<file path="src/rtl/sect_prot_pkg.sv">
package sect_prot_pkg;
  typedef enum logic [1:0] {
    LD_IDLE = 2'd0,
    LD_REQ  = 2'd1,
    LD_DONE = 2'd2
  } ld_state_e;
endpackage

</file>
<file path="src/rtl/sect_prot_fetch.sv">
module sect_prot_fetch
  import sect_prot_pkg::*;
#(
  parameter int DW      = 16,
  parameter int AW      = 8,
  parameter int NV_ADDR = 16
) (
  input  logic          clk,
  input  logic          rst_n,
  output logic          nv_req,
  output logic [AW-1:0] nv_addr,
  input  logic          nv_ack,
  input  logic [DW-1:0] nv_rdata,
  output logic          cap_en,
  output logic [DW-1:0] cap_data,
  output logic          load_done
);
  ld_state_e state_q, state_d;

  always_comb begin
    state_d = state_q;
    case (state_q)
      LD_IDLE: state_d = LD_REQ;
      LD_REQ:  if (nv_ack) state_d = LD_DONE;
      LD_DONE: state_d = LD_DONE;
      default: state_d = LD_IDLE;
    endcase
  end

  always_ff @(posedge clk or negedge rst_n) begin
    if (!rst_n) state_q <= LD_IDLE;
    else        state_q <= state_d;
  end

  assign nv_req    = (state_q == LD_REQ);
  assign nv_addr   = AW'(NV_ADDR);
  assign cap_en    = (state_q == LD_REQ) && nv_ack;
  assign cap_data  = nv_rdata;
  assign load_done = (state_q == LD_DONE);
endmodule

</file>
<file path="src/rtl/sect_prot_regs.sv">
module sect_prot_regs #(
  parameter int N = 16
) (
  input  logic         clk,
  input  logic         rst_n,
  input  logic         cap_en,
  input  logic [N-1:0] cap_data,
  input  logic         load_done,
  input  logic         sw_wr_en,
  input  logic         sw_unlock,
  input  logic [N-1:0] sw_wr_data,
  output logic [N-1:0] prot_q
);
  logic [N-1:0] prot_d;
  logic         prot_en;

  always_comb begin
    prot_en = 1'b0;
    prot_d  = prot_q;
    if (cap_en) begin
      prot_en = 1'b1;
      prot_d  = cap_data;
    end else if (load_done && sw_wr_en) begin
      prot_en = 1'b1;
      prot_d  = sw_unlock ? sw_wr_data : (prot_q | sw_wr_data);
    end
  end

  always_ff @(posedge clk or negedge rst_n) begin
    if (!rst_n)       prot_q <= '1;
    else if (prot_en) prot_q <= prot_d;
  end
endmodule

</file>
<file path="src/rtl/sect_prot_gate.sv">
module sect_prot_gate #(
  parameter int SW = 4,
  localparam int N = 1 << SW
) (
  input  logic          clk,
  input  logic          rst_n,
  input  logic          load_done,
  input  logic [N-1:0]  prot,
  input  logic          op_valid,
  input  logic [SW-1:0] op_sector,
  output logic          op_issue,
  output logic          op_deny
);
  logic blocked, issue_d, deny_d;

  always_comb begin
    blocked = !load_done || prot[op_sector];
    issue_d = op_valid && !blocked;
    deny_d  = op_valid && blocked;
  end

  always_ff @(posedge clk or negedge rst_n) begin
    if (!rst_n) begin
      op_issue <= 1'b0;
      op_deny  <= 1'b0;
    end else begin
      op_issue <= issue_d;
      op_deny  <= deny_d;
    end
  end
endmodule

</file>
<file path="src/rtl/sect_prot_loader.sv">
module sect_prot_loader #(
  parameter int SECT_W  = 4,
  parameter int NV_AW   = 8,
  parameter int NV_ADDR = 16,
  localparam int NSECT  = 1 << SECT_W
) (
  input  logic              clk,
  input  logic              rst_n,
  output logic              nv_req,
  output logic [NV_AW-1:0]  nv_addr,
  input  logic              nv_ack,
  input  logic [NSECT-1:0]  nv_rdata,
  output logic              load_done,
  output logic [NSECT-1:0]  prot_vec,
  input  logic              op_valid,
  input  logic [SECT_W-1:0] op_sector,
  output logic              op_issue,
  output logic              op_deny,
  input  logic              sw_wr_en,
  input  logic              sw_unlock,
  input  logic [NSECT-1:0]  sw_wr_data
);
  logic             cap_en;
  logic [NSECT-1:0] cap_data;

  sect_prot_fetch #(.DW(NSECT), .AW(NV_AW), .NV_ADDR(NV_ADDR)) u_fetch (
    .clk(clk), .rst_n(rst_n), .nv_req(nv_req), .nv_addr(nv_addr),
    .nv_ack(nv_ack), .nv_rdata(nv_rdata), .cap_en(cap_en),
    .cap_data(cap_data), .load_done(load_done)
  );

  sect_prot_regs #(.N(NSECT)) u_regs (
    .clk(clk), .rst_n(rst_n), .cap_en(cap_en), .cap_data(cap_data),
    .load_done(load_done), .sw_wr_en(sw_wr_en), .sw_unlock(sw_unlock),
    .sw_wr_data(sw_wr_data), .prot_q(prot_vec)
  );

  sect_prot_gate #(.SW(SECT_W)) u_gate (
    .clk(clk), .rst_n(rst_n), .load_done(load_done), .prot(prot_vec),
    .op_valid(op_valid), .op_sector(op_sector),
    .op_issue(op_issue), .op_deny(op_deny)
  );
endmodule

</file>
<file path="config.mk">
export PLATFORM = sky130hd
export DESIGN_NAME = sect_prot_loader
export DESIGN_NICKNAME = d
export VERILOG_FILES = /design/src/rtl/sect_prot_pkg.sv /design/src/rtl/sect_prot_fetch.sv /design/src/rtl/sect_prot_regs.sv /design/src/rtl/sect_prot_gate.sv /design/src/rtl/sect_prot_loader.sv
export SDC_FILE = /design/constraint.sdc
export NUM_CORES = 1
export LEC_CHECK = 0
export BUFFER_PORTS_ARGS = -buffer_cell sky130_fd_sc_hd__buf_2
export CORE_MARGIN = 5
export CORE_UTILIZATION = 39
export CTS_BUF_LIST = sky130_fd_sc_hd__clkbuf_4
export CTS_CLUSTER_SIZE = 40
export DETAILED_ROUTE_END_ITERATION = 12
export PLACE_DENSITY = 0.74
export RECOVER_POWER = 100
export SYNTH_ARGS = -nofsm -noshare
export SYNTH_HDL_FRONTEND = slang
export SYNTH_SLANG_ARGS = --single-unit
export TNS_END_PERCENT = 10
</file>
<file path="constraint.sdc">
create_clock -name clk -period 1.4 [get_ports clk]
set_input_delay 0.14 -clock clk [delete_from_list [all_inputs] [get_ports clk]]
set_output_delay 0.14 -clock clk [all_outputs]
set_load 0.01 [all_outputs]
</file>
=== Word-level counts from Yosys, hierarchy flattened ===
Index checks and enable logic that the tools add are counted.

* Order comparisons: 1
* Equality and inequality tests: 3
* Muxes and demuxes: 9
* Bitwise gates (word level): 1
* Reductions and logical operators: 10

{| class="wikitable"
|+ Operators by type and width
! kind !! count
|-
| two-way mux 16 bit || 3
|-
| OR 16 bit || 1
|-
| one-hot mux 2 bit (3 select lines) || 1
|-
| less-than comparator 4 x 5 -> 1 bit (second input constant) || 1
|-
| binary-select mux 1 bit (select 4 bit) || 1
|-
| logical AND 1 bit || 4
|-
| two-way mux 1 bit || 3
|-
| equality test 2 x 1 -> 1 bit (second input constant) || 1
|-
| equality test 2 bit (second input constant) || 1
|-
| zero test 1 bit || 2
|-
| zero test 2 bit || 1
|-
| two-way mux 2 bit || 1
|-
| != test 2 x 1 -> 1 bit (second input constant) || 1
|-
| AND reduction 2 bit || 1
|-
| nonzero test 2 bit || 1
|-
| logical OR 1 bit || 1
|}

* Register bits after elaboration: 20
* Input bits: 42
* Output and inout port bits: 28
* Logic and storage cells: 28

=== Logic depth before layout (Yosys ltp) ===
Gate-level depths: netlist (run 1).

* Word-level depth: 5
* Mapped depth: 8

=== Cells and area by module ===
Synthesis (run 1) repeated with hierarchy kept, for this count alone.

* Cells, all modules: 114
* Area, all modules: 1300.0 µm²

{| class="wikitable"
|+ Modules (own cells, without submodules)
! module !! times used !! cells an instance !! area each (µm²)
|-
| sect_prot_regs || 1 || 54 || 729.4
|-
| sect_prot_fetch || 1 || 38 || 346.6
|-
| sect_prot_gate || 1 || 22 || 224.0
|}

=== Worst setup path before layout (run 1) ===
Ideal clock, no wire load.

* Kind: reg-to-reg
* Start: register u_fetch.state_q[1]
* End: register u_regs.prot_q[10]
* Library setup time: 84 ps
* Data arrival time: 1536 ps
* Required time: 1316 ps
* Setup slack: -221 ps
* Cell stages (with the launch flop): 9
* Buffers on the path: 2
* Period minus slack after synthesis: 1621 ps
* Cell sequence: dfrtp_1 > inv_1 > ha_1 > and2_1 > buf_2 > a31oi_2 > buf_2 > a222oi_1 > inv_1

* Elaborated cells on any way between the ends: 9
* Classes of those cells: 2 x eq/ne; 3 x mux; 4 x reduce/logical

{| class="wikitable"
|+ RTL lines
! element !! RTL line !! text
|-
| from (decl) || sect_prot_fetch.sv:18 || <nowiki>ld_state_e state_q, state_d;</nowiki>
|-
| from (signal assigned) || sect_prot_fetch.sv:32 || <nowiki>else state_q <= state_d;</nowiki>
|-
| equality test 2 x 1 -> 1 bit * || -- ||
|-
| named net nv_req || sect_prot_loader.sv:9 || <nowiki>output logic nv_req,</nowiki>
|-
| logical AND 1 bit * || sect_prot_fetch.sv:37 || <nowiki>assign cap_en = (state_q == LD_REQ) && nv_ack;</nowiki>
|-
| nonzero test 2 bit (no source line) or two-way mux 1 bit (tied branches) || -- ||
|-
| AND reduction 2 bit (no source line) || -- ||
|-
| to (signal assigned) || sect_prot_regs.sv:31 || <nowiki>else if (prot_en) prot_q <= prot_d;</nowiki>
|-
| to (decl) || sect_prot_regs.sv:12 || <nowiki>output logic [N-1:0] prot_q</nowiki>
|}

The timed path passes the listed nets; every way through them passes the cells marked *.
A chain may end at the register's enable or synchronous reset.

=== Worst setup path in the final report (run 1) ===
* Start: register u_fetch.state_q[1]
* End: register u_regs.prot_q[13]

* Word-level cells in the longest chain between the ends: 5
* Elaborated cells on any way between the ends: 9
* Classes of those cells: 2 x eq/ne; 3 x mux; 4 x reduce/logical

{| class="wikitable"
|+ Ends and longest elaborated chain
! element !! RTL line !! text
|-
| equality test 2 bit || sect_prot_fetch.sv:39 || <nowiki>assign load_done = (state_q == LD_DONE);</nowiki>
|-
| logical AND 1 bit || sect_prot_regs.sv:23 || <nowiki>end else if (load_done && sw_wr_en) begin</nowiki>
|-
| two-way mux 1 bit || sect_prot_regs.sv:23 ||
|-
| two-way mux 1 bit || sect_prot_regs.sv:20 || <nowiki>if (cap_en) begin</nowiki>
|-
| AND reduction 2 bit (no source line) || -- ||
|}

Several ways; a longest one is shown, not always the timed one.

==> impl_metrics.csv, run 1 <==
group,metric,value,unit
setup_path,path_delay_family,"flip-flops",
run_status,status,"finished, violations left",
routing,firstDrtPassIters,6,
grt,grt_pass1_wl,5200,µm
clock_network,cts_num_sinks,20,
grt,grt-ovfl-total,0,
cells_and_area,drive_gt1_frac,0.597,
setup_path,r2r_slack,-0.07,ns
floorplanning,io_pins,70,
routing,totalWireLength,3150,µm
floorplanning,fp.dieW,63.4,µm
grt,antenna_found_initial,0,
sta,finalWorstSetupSlack,-0.0709,ns
setup_path,cp.depth,7,
power,powerDensity,2070,nW/µm²
sta,final.min_clock_period,1.47,ns
routing,drc,0,
clock_network,clock_path_buffers,2,
floorplanning,start_util,0.407,
setup_path,r2r_cells,7,
sta,finalClockSkew,0.000896,ns
clock_network,cts_tree,"yes",
grt,grt_pass1_vias,1131,
setup_path,arrival,1.71,ns
run_status,violations,"setup timing",
clock_network,cts_buffers,3,
sta,period_share,1.05,
cells_and_area,antennaDiodeCount,0,
sta,fmax,680,MHz
grt,grt_usage,0.162,
logic_synthesis,yosysSeqAreaShare,0.468,
clock_network,htreeDepth,1,
logic_synthesis,syn_inst,99,
routing,drt.antenna.violating_nets,0,
setup_path,crit_buf_inv,3,
routing,drt_iter0_drc,84,
power,p_leak,0.845,nW
setup_path,worst_r2r_endpoint,"u_regs.prot_q[13]",
setup_path,crit_chain,"inv_2 -> ha_4 -> and2_4 -> a31oi_4 -> buf_12 -> a222oi_1 -> inv_1",
logic_synthesis,synth.top_cell.area_share,0.378,
logic_synthesis,synth-seq-cells,20,
placed_design,portBuffers,61,
clock_network,cts_root_buffer,"clkbuf_4",
logic_synthesis,yosysUniqueCellTypes,28,
worst_hold_path,min_path_type,"in -> reg",
cells_and_area,nets,222,
power,peakVddDrop,1.21,mV
cells_and_area,layout.core_utilization,0.592,
routing,via_count,1065,
placed_design,placed_area,1540,µm²
logic_synthesis,ys_warn_count,0,
floorplanning,core_area,2730,µm²
placed_design,dp_hpwl,2450,µm
placed_design,dp_slack,-0.280,ns
setup_path,r2r_start,"u_fetch.state_q[1]",
placed_design,routabilityCongestion,0.758,
sta,finalSetupViolCount,8,
setup_path,cp.required,1.63,ns
setup_path,crit_path_top_delay_cell,"dfrtp_1",
logic_synthesis,synth_top_cell_by_area,"dfstp_2",
clock_network,clk_latency,0.30,ns
setup_path,crit_type,"reg -> reg",
sta,drv_slew,0,
setup_path,startpoint,"u_fetch.state_q[1]",
setup_path,critPathCaptureType,"flop",
logic_synthesis,synth.area.top_cells,"dfstp_2, a222oi_1, dfrtp_1",
floorplanning,die_h,63.4,µm
routing,wl_per_cell,15.2,µm
routing,vias_per_cell,5.14,
floorplanning,rows,19,
setup_path,crit_path_end,"u_regs.prot_q[13]",
logic_synthesis,syn-cell-area,1110,µm²
run,cap_violations,0,
cells_and_area,final_area,1620,µm²
grt,grt_max_degree,21,
clock_network,cts.clk_slew.worst_paths,0.11,ns
floorplanning,dieArea,4020,µm²
cells_and_area,area_delta_synth_final,45.4,%
sta,rsz0062_at_grt,"true",
setup_path,path_max_fanout,16,
logic_synthesis,avgSynthCellArea,11.2,µm²
sta,finalHoldViolCount,0,
setup_path,crit_path_max_incr_delay,0.40,ns
setup_path,start_kind,"flop",
## per-stage QoR
| stage | cells | hold WS [ns] | TNS (ns) | power, mW |
|---|---|---|---|---|
| floorplan | 105 | -0.156 | -0.483 | 2.22 |
| global placement | 199 | 0.0987 | -2.07 | 2.87 |
| detailed placement | 199 | 0.104 | -3.81 | 2.95 |
| CTS | 207 | 0.0287 | -0.0842 | 3.38 |
| global route | 207 | 0.0281 | -1.20 | 3.60 |
| finish | 207 | 0.0402 | -0.173 | 3.35 |
## layout by cell type (no fill, tap or decap), types with 3 or more instances in the layout
master | Yosys | final
a222oi_1 | 16 | 16
buf_2 | 3 | 55
buf_4 | 8 | 16
clkbuf_1 | 1 | 5
clkbuf_4 | 0 | 3
conb_1 | 2 | 8
dfrtp_1 | 4 | 4
dfstp_2 | 16 | 16
inv_1 | 19 | 18
mux2i_1 | 3 | 3
nand2_1 | 4 | 3
## synthesized netlist by cell type
master / instances
a222oi_1: 16
a22oi_1: 1
a31oi_2: 1
and2_1: 1
and2b_1: 1
buf_2: 3
buf_4: 8
buf_6: 1
clkbuf_1: 1
conb_1: 2
dfrtp_1: 4
dfstp_2: 16
ha_1: 3
inv_1: 19
mux2_2: 1
mux2_4: 1
mux2i_1: 3
mux4_1: 1
mux4_2: 1
nand2_1: 4
nand2b_1: 2
nand3_1: 2
nor2_1: 1
nor2b_1: 1
o2111a_1: 1
o21ai_0: 2
o311ai_0: 1
o311ai_1: 1
## report_power, final
part / switching [mW] / total (mW) / internal, mW
Sequential: 0.199 / 1.24 / 1.04
Combinational: 0.876 / 1.83 / 0.952
Clock: 0.180 / 0.284 / 0.104
Total: 1.26 / 3.35 / 2.09
## kinds of logic after synthesis
kind of cell | after synthesis | synth area share
buf+inv | 32 | 0.145
other cells | 2 | 0.00675
mux | 7 | 0.0945
flops | 20 | 0.468
simple gates | 12 | 0.0551
fa+ha+maj | 3 | 0.0337
compound gates | 23 | 0.197
## how the worst min path moves through the flow
stage | startpoint | end | slack, ns | cells after the start
6_report | sw_wr_data[3] | u_regs.prot_q[3] | 0.04 | 3
4_1_cts | sw_wr_data[6] | u_regs.prot_q[6] | 0.03 | 3
2_1_floorplan | rst_n | u_fetch.state_q[0] | -0.16 | 0
3_5_place_dp | rst_n | u_fetch.state_q[0] | 0.10 | 1
3_3_place_gp | rst_n | u_fetch.state_q[0] | 0.1 | 1
5_1_grt | sw_wr_data[6] | u_regs.prot_q[6] | 0.03 | 3
## metal layers
layer | part of all wire | vias to the layer above | GRT usage
met2 | 0.57 | 49 | 0.315
met1 | 0.35 | 503 | 0.171
met3 | 0.072 | 4 | 0.0284
met5 | 0 | - | 0
met4 | 0.011 | 0 | 0.0545
li1 | - | 509 | -
## final cells by class
| class | count | area (µm²) |
|---|---|---|
| fill | 230 | 1120 |
| sequential | 20 | 520 |
| multi-input combinational | 53 | 500 |
| timing repair buffer | 80 | 460 |
| inverter | 19 | 71.3 |
| tap | 31 | 38.8 |
| clock buffer | 3 | 22.5 |
| clock inverter | 1 | 3.75 |
## sequential cells by signal, summed over array words and instances, names as in the netlist
register	count
u_gate.op_deny	1
u_regs.prot_q	16
u_fetch.state_q	2
u_gate.op_issue	1
## worst register-to-register path, delay by kind of cell, from the launching register on
family	cells	cell delay [ns]
flip-flops	1	0.40
AO/OA/AOI/OAI	2	0.39
buffers and inverters	3	0.32
AND/OR/NAND/NOR	1	0.18
adder cells (fa/ha/maj)	1	0.12
## timing repair
item / in CTS / in global routing
resized for setup: 8 / 1
hold endpoints to repair: 4 / 0
hold buffers: 1 / 0
pin swaps: 5 / 0
setup buffers: 3 / 0
setup endpoints to repair: 19 / 19
Note: power is estimated with default switching activity, not from simulation.
==> run 2, diff against run 1 <==
--- a/config.mk
+++ b/config.mk
@@ -6,6 +6,7 @@
 export NUM_CORES = 1
 export LEC_CHECK = 0
 export BUFFER_PORTS_ARGS = -buffer_cell sky130_fd_sc_hd__buf_2
+export CORE_ASPECT_RATIO = 0.9
 export CORE_MARGIN = 5
 export CORE_UTILIZATION = 39
 export CTS_BUF_LIST = sky130_fd_sc_hd__clkbuf_4
@@ -16,4 +17,4 @@
 export SYNTH_ARGS = -nofsm -noshare
 export SYNTH_HDL_FRONTEND = slang
 export SYNTH_SLANG_ARGS = --single-unit
-export TNS_END_PERCENT = 10
+export TNS_END_PERCENT = 30
==> constraint.sdc (replaced) <==
create_clock -name clk -period 1.4 [get_ports clk]
set_input_delay 0.28 -clock clk [delete_from_list [all_inputs] [get_ports clk]]
set_output_delay 0.28 -clock clk [all_outputs]
set_load 0.01 [all_outputs]
==> run 2 against run 1 <==
  * The run still ends with setup timing left
  * Clock skew grew 0.0038 ns
  * Combinational power rose by 8%
  * Global-route usage grew 1.7 points
==> impl_metrics.csv, run 2 (synthesis gave the netlist of run 1 again) <==
group,metric,value,unit
setup_path,cp.required,1.12,ns
power,peakVddDrop,1.02,mV
routing,totalWireLength,3430,µm
cells_and_area,multi_input_area,508,µm²
routing,firstDrtPassIters,7,
clock_network,clock_path_buffers,2,
sta,period_share,1.07,
placed_design,placed_area,1540,µm²
cells_and_area,final_area,1680,µm²
cells_and_area,largest_reg_flops,16,
worst_hold_path,min_path_type,"in -> reg",
clock_network,clk_latency,0.29,ns
setup_path,path_max_fanout,4,
routing,via_count,1117,
worst_hold_path,holdCritStartpoint,"sw_wr_data[2]",
sta,final.min_clock_period,1.50,ns
cells_and_area,antennaDiodeCount,0,
clock_network,cts_root_buffer,"clkbuf_4",
setup_path,crit_type,"reg -> out",
floorplanning,io_pins,70,
cells_and_area,nets,225,
routing,vias_per_cell,5.12,
placed_design,routabilityCongestion,0.750,
clock_network,htreeDepth,1,
cells_and_area,seqCellArea,520,µm²
sta,fmax,665,MHz
placed_design,portBuffers,61,
setup_path,arrival,1.22,ns
sta,totalNegativeSetupSlack,-0.414,ns
floorplanning,fp.dieW,66.3,µm
power,p_leak,0.874,nW
cells_and_area,nFillCells,243,
grt,antenna_found_initial,0,
cells_and_area,final_common_cell,"buf_2",
floorplanning,rows,18,
floorplanning,die_h,60.7,µm
grt,met3_usage,0.0426,
sta,rsz0062_at_grt,"true",
sta,finalSetupViolCount,13,
sta,finalHoldViolCount,0,
sta,finalWorstSetupSlack,-0.103,ns
power,powerDensity,2070,nW/µm²
routing,wl_per_cell,15.7,µm
clock_network,cts.clk_slew.worst_paths,0.11,ns
grt,met2_usage,0.373,
clock_network,cts_buffers,3,
run_status,status,"finished, violations left",
grt,grt_max_degree,21,
routing,drt_iter0_drc,119,
sta,worst_pin_slew,0.501,ns
sta,maxSlewHeadroom,0.666,
floorplanning,core_area,2750,µm²
grt,busiest_layer,"met2",
routing,drc,0,
floorplanning,start_util,0.405,
floorplanning,dieArea,4020,µm²
sta,drv_slew,0,
grt,grt_pass1_vias,1201,
setup_path,r2r_start,"u_fetch.state_q[1]",
power,fin_total_pwr,3.49,mW
run_status,violations,"setup timing",
clock_network,cts_num_sinks,20,
clock_network,cts_tree,"yes",
sta,finalClockSkew,0.00472,ns
setup_path,critPathCaptureType,"primary output",
cells_and_area,layout.core_utilization,0.612,
setup_path,startpoint,"u_fetch.state_q[1]",
grt,grt_pass1_wl,5420,µm
cells_and_area,area_delta_synth_final,51.2,%
run,cap_violations,0,
grt,grt_usage,0.179,
cells_and_area,mostFrequentLayoutCells,"buf_2, buf_4, inv_1",
grt,use_met1,0.177,
grt,grt-ovfl-total,0,
setup_path,start_kind,"flop",
placed_design,dp_hpwl,2560,µm
cells_and_area,drive_gt1_frac,0.635,
cells_and_area,largest-register,"u_regs.prot_q",
routing,drt.antenna.violating_nets,0,
cells_and_area,top_regs,"u_regs.prot_q x16, u_fetch.state_q x2",
==> run 2: cell type report <==
class	count	share of cell area
timing repair buffer	83	0.303
tap	40	0.0298
inverter	19	0.0424
sequential	20	0.310
multi-input combinational	53	0.302
clock buffer	3	0.0134
==> run 2: metrics by stage <==
| stage | setup WS [ns] | cells | hold WS, ns |
|---|---|---|---|
| after floorplan | -0.0372 | 105 | -0.0156 |
| after global placement | -0.175 | 208 | 0.234 |
| after detailed placement | -0.260 | 208 | 0.249 |
| after CTS | -0.0755 | 216 | 0.181 |
| after global routing | -0.165 | 218 | 0.174 |
| final | -0.103 | 218 | 0.190 |
==> run 2: path summary, 6_finish.rpt <==
check                                    end  slack [ns]  cells after the start
min reg2reg                 u_regs.prot_q[2]        0.71                      2
min                         u_regs.prot_q[2]        0.19                      3
min in group asynchronous     u_gate.op_deny        0.48                      2
max reg2reg                 u_regs.prot_q[7]       -0.06                      7
max                                load_done       -0.10                      4
max in group asynchronous  u_regs.prot_q[12]        0.56                      2
==> run 2: worst max-delay path: stages, from the launching register on <==
cell and delay (ns):
dfrtp_1 0.40, buf_4 0.15, ha_4 0.17, buf_6 0.11, buf_6 0.11
==> run 2: power by group <==
group,switching (mW),total [mW],internal [mW],leakage [nW]
Combinational,0.906,1.97,1.06,0.643
Clock,0.163,0.263,0.100,0.0138
Sequential,0.215,1.25,1.04,0.218
==> run 2: layer usage <==
layer  vias to the layer above  part of all wire  wire, µm
met5                         -                 0         0
met1                       567              0.35      1200
met2                        39              0.58      2000
met4                         0            0.0055        19
met3                         2             0.060       204
li1                        509                 -         -
==> run 2: what timing repair did <==
item | in CTS | in global routing
pin swaps | 10 | 6
endpoints found under the setup margin | 20 | 21
hold endpoints to repair | 4 | 0
setup buffers | 4 | 2
resized for setup | 11 | 2
hold buffers | 1 | 0
==> run 3, diff against run 2 <==
--- a/config.mk
+++ b/config.mk
@@ -14,6 +14,7 @@
 export DETAILED_ROUTE_END_ITERATION = 12
 export PLACE_DENSITY = 0.74
 export RECOVER_POWER = 100
+export SETUP_SLACK_MARGIN = 0.4
 export SYNTH_ARGS = -nofsm -noshare
 export SYNTH_HDL_FRONTEND = slang
 export SYNTH_SLANG_ARGS = --single-unit
==> run 3 against run 2 <==
  * The flow still finishes with violations (setup timing)
  * Utilization is 5.4 points higher
  * Sequential power hardly changed
  * Via count is 0.54% lower
  * Final cell count is 0.46% higher
  * Clock skew hardly changed
  * Hold slack better by 0.0047 ns
  * Clock-buffer cell count stayed put
  * Global-route usage is 0.40 points higher
  * Combinational power is 21% higher
  * Critical path depth stayed put
  * Largest cell class is now buffers
  * Highest routed layer unchanged
==> impl_metrics.csv, run 3 (synthesis gave the netlist of run 1 again) <==
group,metric,value,unit
run_status,status,"finished, violations left",
run_status,violations,"setup timing",
placed_design,dp_cells,208,
power,powerDensity,2130,nW/µm²
sta,totalNegativeSetupSlack,-0.487,ns
routing,wl_per_cell,16.2,µm
cells_and_area,layout.core_utilization,0.666,
clock_network,clk_latency,0.29,ns
grt,grt_pass1_vias,1222,
setup_path,cp.required,1.12,ns
placed_design,dp_hpwl,2560,µm
clock_network,clock_path_buffers,2,
cells_and_area,fin_cells,219,
cells_and_area,antennaDiodeCount,0,
clock_network,cts_root_buffer,"clkbuf_4",
cells_and_area,drive_gt1_frac,0.609,
worst_hold_path,min_path_type,"in -> reg",
worst_hold_path,holdCritStartpoint,"sw_wr_data[2]",
grt,grt_max_degree,21,
cells_and_area,nFillCells,227,
clock_network,cts.clk_slew.worst_paths,0.10,ns
placed_design,routabilityCongestion,0.750,
sta,finalHoldViolCount,0,
setup_path,crit_type,"reg -> out",
setup_path,path_max_fanout,4,
sta,finalClockSkew,0.00485,ns
run,cap_violations,0,
cells_and_area,largest_reg_flops,16,
sta,final.min_clock_period,1.50,ns
floorplanning,fp.dieW,66.3,µm
setup_path,startpoint,"u_fetch.state_q[1]",
placed_design,dp_slack,-0.260,ns
grt,grt-ovfl-total,0,
sta,holdWs,0.195,ns
setup_path,worst_path_most_repeated_cell,"buf_6",
sta,period_share,1.07,
cells_and_area,mostFrequentLayoutCells,"buf_2, buf_6, inv_1",
setup_path,crit_chain,"buf_4 -> ha_4 -> buf_6 -> buf_6",
cells_and_area,final_common_cell,"buf_2",
routing,totalWireLength,3560,µm
floorplanning,start_util,0.405,
routing,firstDrtPassIters,5,
cells_and_area,nets,226,
routing,drt.antenna.violating_nets,0,
clock_network,cts_buffers,3,
setup_path,critPathCaptureType,"primary output",
setup_path,crit_path_top_delay_cell,"dfrtp_1",
routing,via_count,1111,
power,p_leak,0.914,nW
routing,drt_iter0_drc,102,
floorplanning,dieArea,4020,µm²
sta,finalWorstSetupSlack,-0.0999,ns
routing,drc,0,
setup_path,start_kind,"flop",
sta,finalSetupViolCount,14,
clock_network,cts_num_sinks,20,
placed_design,portBuffers,61,
routing,vias_per_cell,5.07,
setup_path,arrival,1.22,ns
clock_network,cts_tree,"yes",
floorplanning,core_area,2750,µm²
setup_path,path_delay_family,"flip-flops",
setup_path,crit_path_max_incr_delay,0.40,ns
sta,drv_slew,0,
floorplanning,io_pins,70,
floorplanning,rows,18,
power,peakVddDrop,1.10,mV
floorplanning,die_h,60.7,µm
setup_path,crit_buf_inv,3,
setup_path,r2r_start,"u_fetch.state_q[1]",
grt,grt_pass1_wl,5540,µm
cells_and_area,top_regs,"u_regs.prot_q x16, u_fetch.state_q x2",
sta,fmax,667,MHz
sta,rsz0062_at_grt,"true",
clock_network,htreeDepth,1,
cells_and_area,area_delta_synth_final,64.6,%
grt,antenna_found_initial,0,
grt,grt_usage,0.183,
cells_and_area,largest-register,"u_regs.prot_q",
[run 3: worst paths after layout]
path / to / slack (ns) / cells past startpoint
max: load_done / -0.1 / 4
min: u_regs.prot_q[2] / 0.19 / 3
max reg2reg: u_regs.prot_q[15] / -0.06 / 7
min reg2reg: u_regs.prot_q[3] / 0.73 / 2
max in group asynchronous: u_regs.prot_q[12] / 0.55 / 2
min in group asynchronous: u_gate.op_issue / 0.49 / 2
[run 3: repair_timing]
item | in CTS | in global routing
hold endpoints to repair | 4 | 0
setup buffers | 4 | 3
pin swaps | 12 | 12
endpoints found under the setup margin | 40 | 40
hold buffers | 1 | 0
resized for setup | 31 | 6
[run 3: cell type report]
| class | count | area (µm²) | area share |
|---|---|---|---|
| tap | 40 | 50.0 | 0.0273 |
| inverter | 19 | 71.3 | 0.0390 |
| timing repair buffer | 84 | 639 | 0.349 |
| clock buffer | 3 | 22.5 | 0.0123 |
| sequential | 20 | 520 | 0.284 |
| multi-input combinational | 53 | 527 | 0.288 |
[run 3: metal layers]
layer	global-route usage	up-vias	wire (µm)
met4	0.0522	0	39
li1	-	509	-
met1	0.181	552	1200
met3	0.0463	4	212
met2	0.375	46	2110
met5	0	-	0
[run 3: through the flow]
| step | power, mW | cell area, µm² |
|---|---|---|
| floorplan | 2.22 | 1180 |
| global placement | 2.84 | 1540 |
| detailed placement | 2.93 | 1540 |
| CTS | 3.79 | 1780 |
| global route | 4.16 | 1830 |
| finish | 3.91 | 1830 |
[run 3: power by group]
group	internal (mW)	switching, mW
registers	1.01	0.258
clock network	0.100	0.159
logic	1.41	0.972
[run 3: worst register-to-register path: cells and delay by family (launching register included)]
kind | cells | cell delay (ns)
flops | 1 | 0.40
fa+ha+maj | 1 | 0.13
buf+inv | 3 | 0.31
compound gates | 2 | 0.38
simple gates | 1 | 0.18
